==> src/rtl/pwt_pkg.sv <==
package pwt_pkg;
  typedef enum logic [1:0] {
    MODE_ONESHOT = 2'd0,
    MODE_RELOAD  = 2'd1,
    MODE_MEASURE = 2'd2,
    MODE_SPARE   = 2'd3
  } pwt_mode_e;

  typedef logic [2:0] pwt_sub_t;
  localparam pwt_sub_t SUB_HIGH  = 3'd0;
  localparam pwt_sub_t SUB_LOW   = 3'd1;
  localparam pwt_sub_t SUB_RISE  = 3'd2;
  localparam pwt_sub_t SUB_FALL  = 3'd3;
  localparam pwt_sub_t SUB_COMBO = 3'd4;

  localparam logic [1:0] ADDR_CTRL   = 2'd0;
  localparam logic [1:0] ADDR_RELOAD = 2'd1;
  localparam logic [1:0] ADDR_CMD    = 2'd2;

  localparam int CMD_START = 0;
  localparam int CMD_STOP  = 1;
  localparam int CMD_CLEAR = 2;

  typedef struct packed {
    logic      cont;
    pwt_sub_t  sub;
    logic [1:0] csel;
    pwt_mode_e mode;
  } pwt_ctrl_t;
endpackage

==> src/rtl/pwt_sync_edge.sv <==
module pwt_sync_edge #(
  parameter int STAGES = 2
) (
  input  logic clk,
  input  logic rst,
  input  logic din,
  output logic level_o,
  output logic rise_o,
  output logic fall_o
);
  logic [STAGES-1:0] chain;
  logic              prev;

  always_ff @(posedge clk) begin
    if (rst) begin
      chain <= '0;
      prev  <= 1'b0;
    end else begin
      chain <= {chain[STAGES-2:0], din};
      prev  <= chain[STAGES-1];
    end
  end

  assign level_o = chain[STAGES-1];
  assign rise_o  = chain[STAGES-1] & ~prev;
  assign fall_o  = ~chain[STAGES-1] & prev;
endmodule

==> src/rtl/pwt_prescale.sv <==
module pwt_prescale #(
  parameter int DIV_MID  = 4,
  parameter int DIV_SLOW = 32
) (
  input  logic       clk,
  input  logic       rst,
  input  logic       restart,
  input  logic       inst_tick,
  input  logic [1:0] csel,
  input  logic       ext_rise,
  output logic       tick_o
);
  localparam int PW = (DIV_SLOW > 2) ? $clog2(DIV_SLOW) : 1;

  logic [PW-1:0] phase;
  logic [PW-1:0] limit;

  always_comb begin
    case (csel)
      2'd0:    limit = '0;
      2'd1:    limit = PW'(DIV_MID - 1);
      default: limit = PW'(DIV_SLOW - 1);
    endcase
  end

  always_ff @(posedge clk) begin
    if (rst || restart) begin
      phase <= '0;
    end else if (inst_tick) begin
      phase <= (phase >= limit) ? '0 : phase + 1'b1;
    end
  end

  assign tick_o = (csel == 2'd3) ? ext_rise : (inst_tick && (phase >= limit));
endmodule

==> src/rtl/pwt_core.sv <==
module pwt_core
  import pwt_pkg::*;
#(
  parameter int W = 8
) (
  input  logic         clk,
  input  logic         rst,
  input  logic         start,
  input  logic         stop,
  input  logic         clear,
  input  pwt_mode_e    mode,
  input  pwt_sub_t     sub,
  input  logic         cont,
  input  logic [W-1:0] reload,
  input  logic         tick,
  input  logic         rise,
  input  logic         fall,
  output logic         tout_o,
  output logic [W-1:0] count_o,
  output logic [W-1:0] cap_o,
  output logic [W-1:0] cap2_o,
  output logic         irq_o,
  output logic         ovf_o,
  output logic         busy_o
);
  localparam logic [W-1:0] MAXV = {W{1'b1}};

  logic         run, meas, hi_done;
  logic         st_e, en_e, mid_e, period_mode;
  logic [W-1:0] cnt_inc;
  logic         sat_hit;

  always_comb begin
    st_e  = rise;
    en_e  = fall;
    mid_e = 1'b0;
    case (sub)
      SUB_LOW:   begin st_e = fall; en_e = rise; end
      SUB_RISE:  en_e = rise;
      SUB_FALL:  begin st_e = fall; en_e = fall; end
      SUB_COMBO: begin en_e = rise; mid_e = fall & ~hi_done; end
      default:   ;
    endcase
  end

  assign period_mode = (sub == SUB_RISE) || (sub == SUB_FALL) || (sub == SUB_COMBO);
  assign sat_hit     = tick && (count_o == MAXV);
  assign cnt_inc     = (tick && (count_o != MAXV)) ? count_o + 1'b1 : count_o;

  always_ff @(posedge clk) begin
    if (rst) begin
      run     <= 1'b0;
      meas    <= 1'b0;
      hi_done <= 1'b0;
      tout_o  <= 1'b0;
      count_o <= '0;
      cap_o   <= '0;
      cap2_o  <= '0;
      irq_o   <= 1'b0;
      ovf_o   <= 1'b0;
    end else begin
      if (mode == MODE_ONESHOT) tout_o <= 1'b0;
      if (clear) begin
        irq_o <= 1'b0;
        ovf_o <= 1'b0;
      end
      if (start) begin
        run     <= 1'b1;
        meas    <= 1'b0;
        hi_done <= 1'b0;
        tout_o  <= 1'b0;
        ovf_o   <= 1'b0;
        count_o <= (mode == MODE_MEASURE) ? '0 : reload;
      end else if (stop) begin
        run  <= 1'b0;
        meas <= 1'b0;
      end else if (run) begin
        if (mode != MODE_MEASURE) begin
          if (tick) begin
            if (count_o == '0) begin
              irq_o <= 1'b1;
              if (mode == MODE_ONESHOT) begin
                tout_o <= 1'b1;
                run    <= 1'b0;
              end else begin
                tout_o  <= ~tout_o;
                count_o <= reload;
              end
            end else begin
              count_o <= count_o - 1'b1;
            end
          end
        end else if (meas && en_e) begin
          if (sub == SUB_COMBO) cap2_o <= cnt_inc;
          else                  cap_o  <= cnt_inc;
          irq_o <= 1'b1;
          if (sat_hit) ovf_o <= 1'b1;
          if (cont && period_mode) begin
            count_o <= '0;
            hi_done <= 1'b0;
          end else begin
            meas    <= 1'b0;
            count_o <= cnt_inc;
            if (!cont) run <= 1'b0;
          end
        end else if (meas) begin
          if (mid_e) begin
            cap_o   <= cnt_inc;
            irq_o   <= 1'b1;
            hi_done <= 1'b1;
          end
          count_o <= cnt_inc;
          if (sat_hit) ovf_o <= 1'b1;
        end else if (st_e) begin
          meas    <= 1'b1;
          hi_done <= 1'b0;
          count_o <= '0;
        end
      end
    end
  end

  assign busy_o = run;
endmodule

==> src/rtl/pulse_width_timer.sv <==
module pulse_width_timer
  import pwt_pkg::*;
#(
  parameter int W           = 8,
  parameter int DIV_MID     = 4,
  parameter int DIV_SLOW    = 32,
  parameter int SYNC_STAGES = 2
) (
  input  logic         clk,
  input  logic         rst,
  input  logic         wr_en,
  input  logic [1:0]   wr_addr,
  input  logic [7:0]   wr_data,
  input  logic         inst_tick,
  input  logic         meas_in,
  input  logic         ext_clk,
  output logic         tout_o,
  output logic [W-1:0] count_o,
  output logic [W-1:0] cap_o,
  output logic [W-1:0] cap2_o,
  output logic         irq_o,
  output logic         ovf_o,
  output logic         busy_o
);
  pwt_ctrl_t    ctrl_q;
  logic [W-1:0] reload_q;
  logic         cmd_wr, do_start, do_stop, do_clear;
  logic         m_lvl, m_rise, m_fall;
  logic         e_lvl, e_rise, e_fall;
  logic         cnt_tick;
  logic [1:0]   mode_w;
  logic [2:0]   sub_w;

  always_ff @(posedge clk) begin
    if (rst) begin
      ctrl_q   <= '0;
      reload_q <= '0;
    end else if (wr_en) begin
      if (wr_addr == ADDR_CTRL)   ctrl_q   <= pwt_ctrl_t'(wr_data);
      if (wr_addr == ADDR_RELOAD) reload_q <= W'(wr_data);
    end
  end

  assign cmd_wr   = wr_en && (wr_addr == ADDR_CMD);
  assign do_start = cmd_wr && wr_data[CMD_START];
  assign do_stop  = cmd_wr && wr_data[CMD_STOP];
  assign do_clear = cmd_wr && wr_data[CMD_CLEAR];
  assign mode_w   = ctrl_q.mode;
  assign sub_w    = ctrl_q.sub;

  pwt_sync_edge #(.STAGES(SYNC_STAGES)) u_sync_meas (
    .clk(clk), .rst(rst), .din(meas_in),
    .level_o(m_lvl), .rise_o(m_rise), .fall_o(m_fall)
  );

  pwt_sync_edge #(.STAGES(SYNC_STAGES)) u_sync_ext (
    .clk(clk), .rst(rst), .din(ext_clk),
    .level_o(e_lvl), .rise_o(e_rise), .fall_o(e_fall)
  );

  pwt_prescale #(.DIV_MID(DIV_MID), .DIV_SLOW(DIV_SLOW)) u_pre (
    .clk(clk), .rst(rst), .restart(do_start), .inst_tick(inst_tick),
    .csel(ctrl_q.csel), .ext_rise(e_rise), .tick_o(cnt_tick)
  );

  pwt_core #(.W(W)) u_core (
    .clk(clk), .rst(rst), .start(do_start), .stop(do_stop), .clear(do_clear),
    .mode(ctrl_q.mode), .sub(ctrl_q.sub), .cont(ctrl_q.cont), .reload(reload_q),
    .tick(cnt_tick), .rise(m_rise), .fall(m_fall),
    .tout_o(tout_o), .count_o(count_o), .cap_o(cap_o), .cap2_o(cap2_o),
    .irq_o(irq_o), .ovf_o(ovf_o), .busy_o(busy_o)
  );
endmodule

==> config.mk <==
export PLATFORM = sky130hd
export DESIGN_NAME = pulse_width_timer
export DESIGN_NICKNAME = d
export VERILOG_FILES = /design/src/rtl/pwt_pkg.sv /design/src/rtl/pwt_sync_edge.sv /design/src/rtl/pwt_prescale.sv /design/src/rtl/pwt_core.sv /design/src/rtl/pulse_width_timer.sv
export SDC_FILE = /design/constraint.sdc
export NUM_CORES = 1
export LEC_CHECK = 0
export CAP_MARGIN = 0
export CORE_UTILIZATION = 40
export CTS_BUF_LIST = sky130_fd_sc_hd__clkbuf_4 sky130_fd_sc_hd__clkbuf_8
export CTS_CLUSTER_DIAMETER = 40
export DETAILED_ROUTE_END_ITERATION = 10
export PLACE_DENSITY_LB_ADDON = 0.08
export SETUP_SLACK_MARGIN = 0.05
export SYNTH_ARGS = -nofsm -noshare
export SYNTH_HDL_FRONTEND = slang
export SYNTH_SLANG_ARGS = --single-unit
==> constraint.sdc <==
create_clock -name clk -period 3.5 [get_ports clk]
set_clock_uncertainty 0.05 [all_clocks]
set_input_delay 0.7 -clock clk [delete_from_list [all_inputs] [get_ports clk]]
set_output_delay 0.7 -clock clk [all_outputs]
set_load 0.03 [all_outputs]
==> impl_metrics.tcl <==
set metrics [dict create \
    status "complete, no violations" \
    cp.required_ns 3.72 \
    clk_path_buf_depth 2 \
    synth_edf_count 0 \
    io_pins 44 \
    slew_headroom_pct 51.3 \
    fmax_ghz 0.381 \
    syn-num-nets 401 \
    hpwl_um 5950 \
    wl_per_cell_um 15.7 \
    overflow 0 \
    yosysSeqAreaShare_pct 35.8 \
    rsz0062_at_grt "no" \
    ys_types 60 \
    ir_drop_mv 0.158 \
    root_buffer "clkbuf_8" \
    min_path_type "register to register" \
    vias_per_cell 5.59 \
    path_class "input pin to register" \
    setup_viol 0 \
    p_int_w 0.00115 \
    async_reset_ff_share_pct 0 \
    finalCritPeriodShare_pct 75.0 \
    avgSynthCellArea_um2 8.49 \
    synth_top_area_share_pct 35.8 \
    ant_nets 0 \
    pwr-share-clk_pct 43.6 \
    syn_inst 376 \
    cp-start-kind "input pin" \
    synth_area_um2 3190 \
    layout.nets 438 \
    port_buffers 43 \
    first_pass_iters 5 \
    first_iter_violations 252 \
    cap_violations 0 \
    comb_power_share_pct 12.2 \
    grt_max_degree 31 \
    ys_warn_count 0 \
    finalWorstSetupSlack_ns 0.876 \
    grt_pass1_vias 2584 \
    cellLeakagePower_nw 1.39 \
    synth.most_common_cell "dfxtp_1" \
    share_seq_of_total_power_pct 44.1 \
    netlist_top_cells_count "57 x dfxtp_1, 51 x nor2_1, 25 x nand2_1" \
    synth-main-ff-cell "dfxtp_1" \
    insertion_delay_ns 0.34 \
    yosys.area.top_type "dfxtp_1" \
    grt_pass1_wl_um 13400 \
    rrSetupSlack_ns 0.91 \
    cts-buffers-inserted 9 \
    finalSetupTns_ns 0 \
    n_antenna_cell 0 \
    die_w_um 91.3 \
    cts-resized-gates 0 \
    crit_path_max_fanout 20 \
    core_area_um2 7730 \
    regArea_um2 1140 \
    initial_core_util_pct 41.3 \
    drive_gt1_share_pct 8.13 \
    num_vias 2906 \
    powerDensity_nw_per_um2 399 \
    synth_seq_cells 57 \
    tritoncts "done" \
    drc 0 \
    post_cts_buffers 0 \
    arrival_ns 2.84 \
    track_usage_pct 20.6 \
    p_sw_share_pct 25.5 \
    syn_to_final_growth_pct 20.9 \
    antenna_found_initial 0 \
    p_sw_w 0.000393 \
    layout_min_cycle_time_ns 2.62 \
    hold_violations 0 \
    place_ws_ns 0.579 \
    holdBufCountCts 0 \
    dieArea_um2 8340 \
    ys_top_cells_by_area "dfxtp_1 36%, mux2i_1 6.6%, nor2_1 6.0%, a211oi_1 4.7%, ha_1 3.5%" \
    clkTransAtPathRegs_ns 0.07 \
    tightestPinTransition_ns 0.725 \
    fillers 775 \
    multi_input_area_um2 1870 \
    rows 32 \
    die_h_um 91.3 \
    gp_congestion 0.847 \
    drv_slew 0 \
    ctsHtreeMaxLevel 3 \
    finalWirelength_um 8190 \
    end_kind "register" \
    clock_sinks 57 \
]
-- per-stage QoR --
step | util, % | power (W) | hold WS, ns | cells | cell area [µm²]
6_report | 49.9 | 0.00154 | 0.388 | 520 | 3860
5_1_grt | 49.9 | 0.00161 | 0.400 | 520 | 3860
4_1_cts | 49.9 | 0.00155 | 0.391 | 520 | 3860
3_5_place_dp | 47.2 | 0.000879 | 0.375 | 504 | 3640
3_3_place_gp | 47.2 | 0.000879 | 0.365 | 504 | 3640
2_1_floorplan | - | 0.000822 | 0.360 | 376 | 3190
-- final timing paths --
check,depth (start not counted),end,from
hold / removal,1,u_sync_ext.chain[1],u_sync_ext.chain[0]
setup / recovery,8,u_core.count_o[5],inst_tick
setup reg to reg,6,u_core.count_o[3],u_core.count_o[2]
hold reg to reg,1,u_sync_ext.chain[1],u_sync_ext.chain[0]
-- power groups by stage --
stage	combinational, W	clock, W	sequential (W)
detailed placement	0.000185	0	0.000694
floorplan	0.000130	0	0.000692
CTS	0.000187	0.000688	0.000679
global placement	0.000185	0	0.000694
global route	0.000206	0.000722	0.000682
finish	0.000188	0.000673	0.000680
-- state kept, by name, summed over array words and instances (netlist names), 2 cells and up --
| register | flops |
|---|---|
| mode_w | 2 |
| reload_q | 8 |
| sub_w | 3 |
| u_core.cap2_o | 8 |
| u_core.count_o | 8 |
| ctrl_q | 3 |
| u_core.cap_o | 8 |
| u_sync_ext.chain | 2 |
| u_sync_meas.chain | 2 |
| u_pre.phase | 5 |
-- cell usage in the layout (no fill, tap or decap), types with 5 or more instances in the layout --
master,n
dfxtp_1,57
nor2_1,51
clkdlybuf4s50_1,42
nand2_1,25
mux2i_1,21
a211oi_1,20
a21oi_1,14
o21ai_0,14
inv_1,13
nand4_1,11
nor2b_1,10
nand3_1,10
nand2b_1,9
nor3_1,9
ha_1,9
clkbuf_8,9
xnor2_1,8
a31oi_1,6
xor2_1,6
and4_1,5
-- cells by family after synthesis --
kind of cell	after synthesis	share of synthesized area, %
AOI/OAI and AO/OA	89	20.2
xor gates and xnor gates	14	3.84
adders and majority gates	9	3.53
buffers and inverters	34	5.61
DFF	57	35.8
muxes	21	6.59
and+or+nand+nor	152	24.5
-- layout make-up --
class | count | area share (%)
multi-input combinational | 285 | 48.5
sequential | 57 | 29.6
timing repair buffer | 47 | 11.8
clock buffer | 10 | 3.40
tap | 102 | 3.31
clock inverter | 6 | 2.14
inverter | 13 | 1.26
-- worst max-delay path, cell delays in order --
cell	delay, ns
clkdlybuf4s50_1	0.66
a21bo_2	0.26
o32a_1	0.16
o21ai_1	0.07
buf_4	0.26
nand4_1	0.19
o32a_1	0.38
o22ai_1	0.16
-- per-layer routing --
metal | track usage (%) | vias to the layer above | wire (µm)
met5 | 0 | - | 0
met4 | 6.35 | 0 | 44
met3 | 4.69 | 4 | 474
met2 | 31.2 | 95 | 3620
met1 | 28.8 | 1361 | 4050
li1 | - | 1446 | -
No activity file was read; power rests on OpenSTA's default activity.
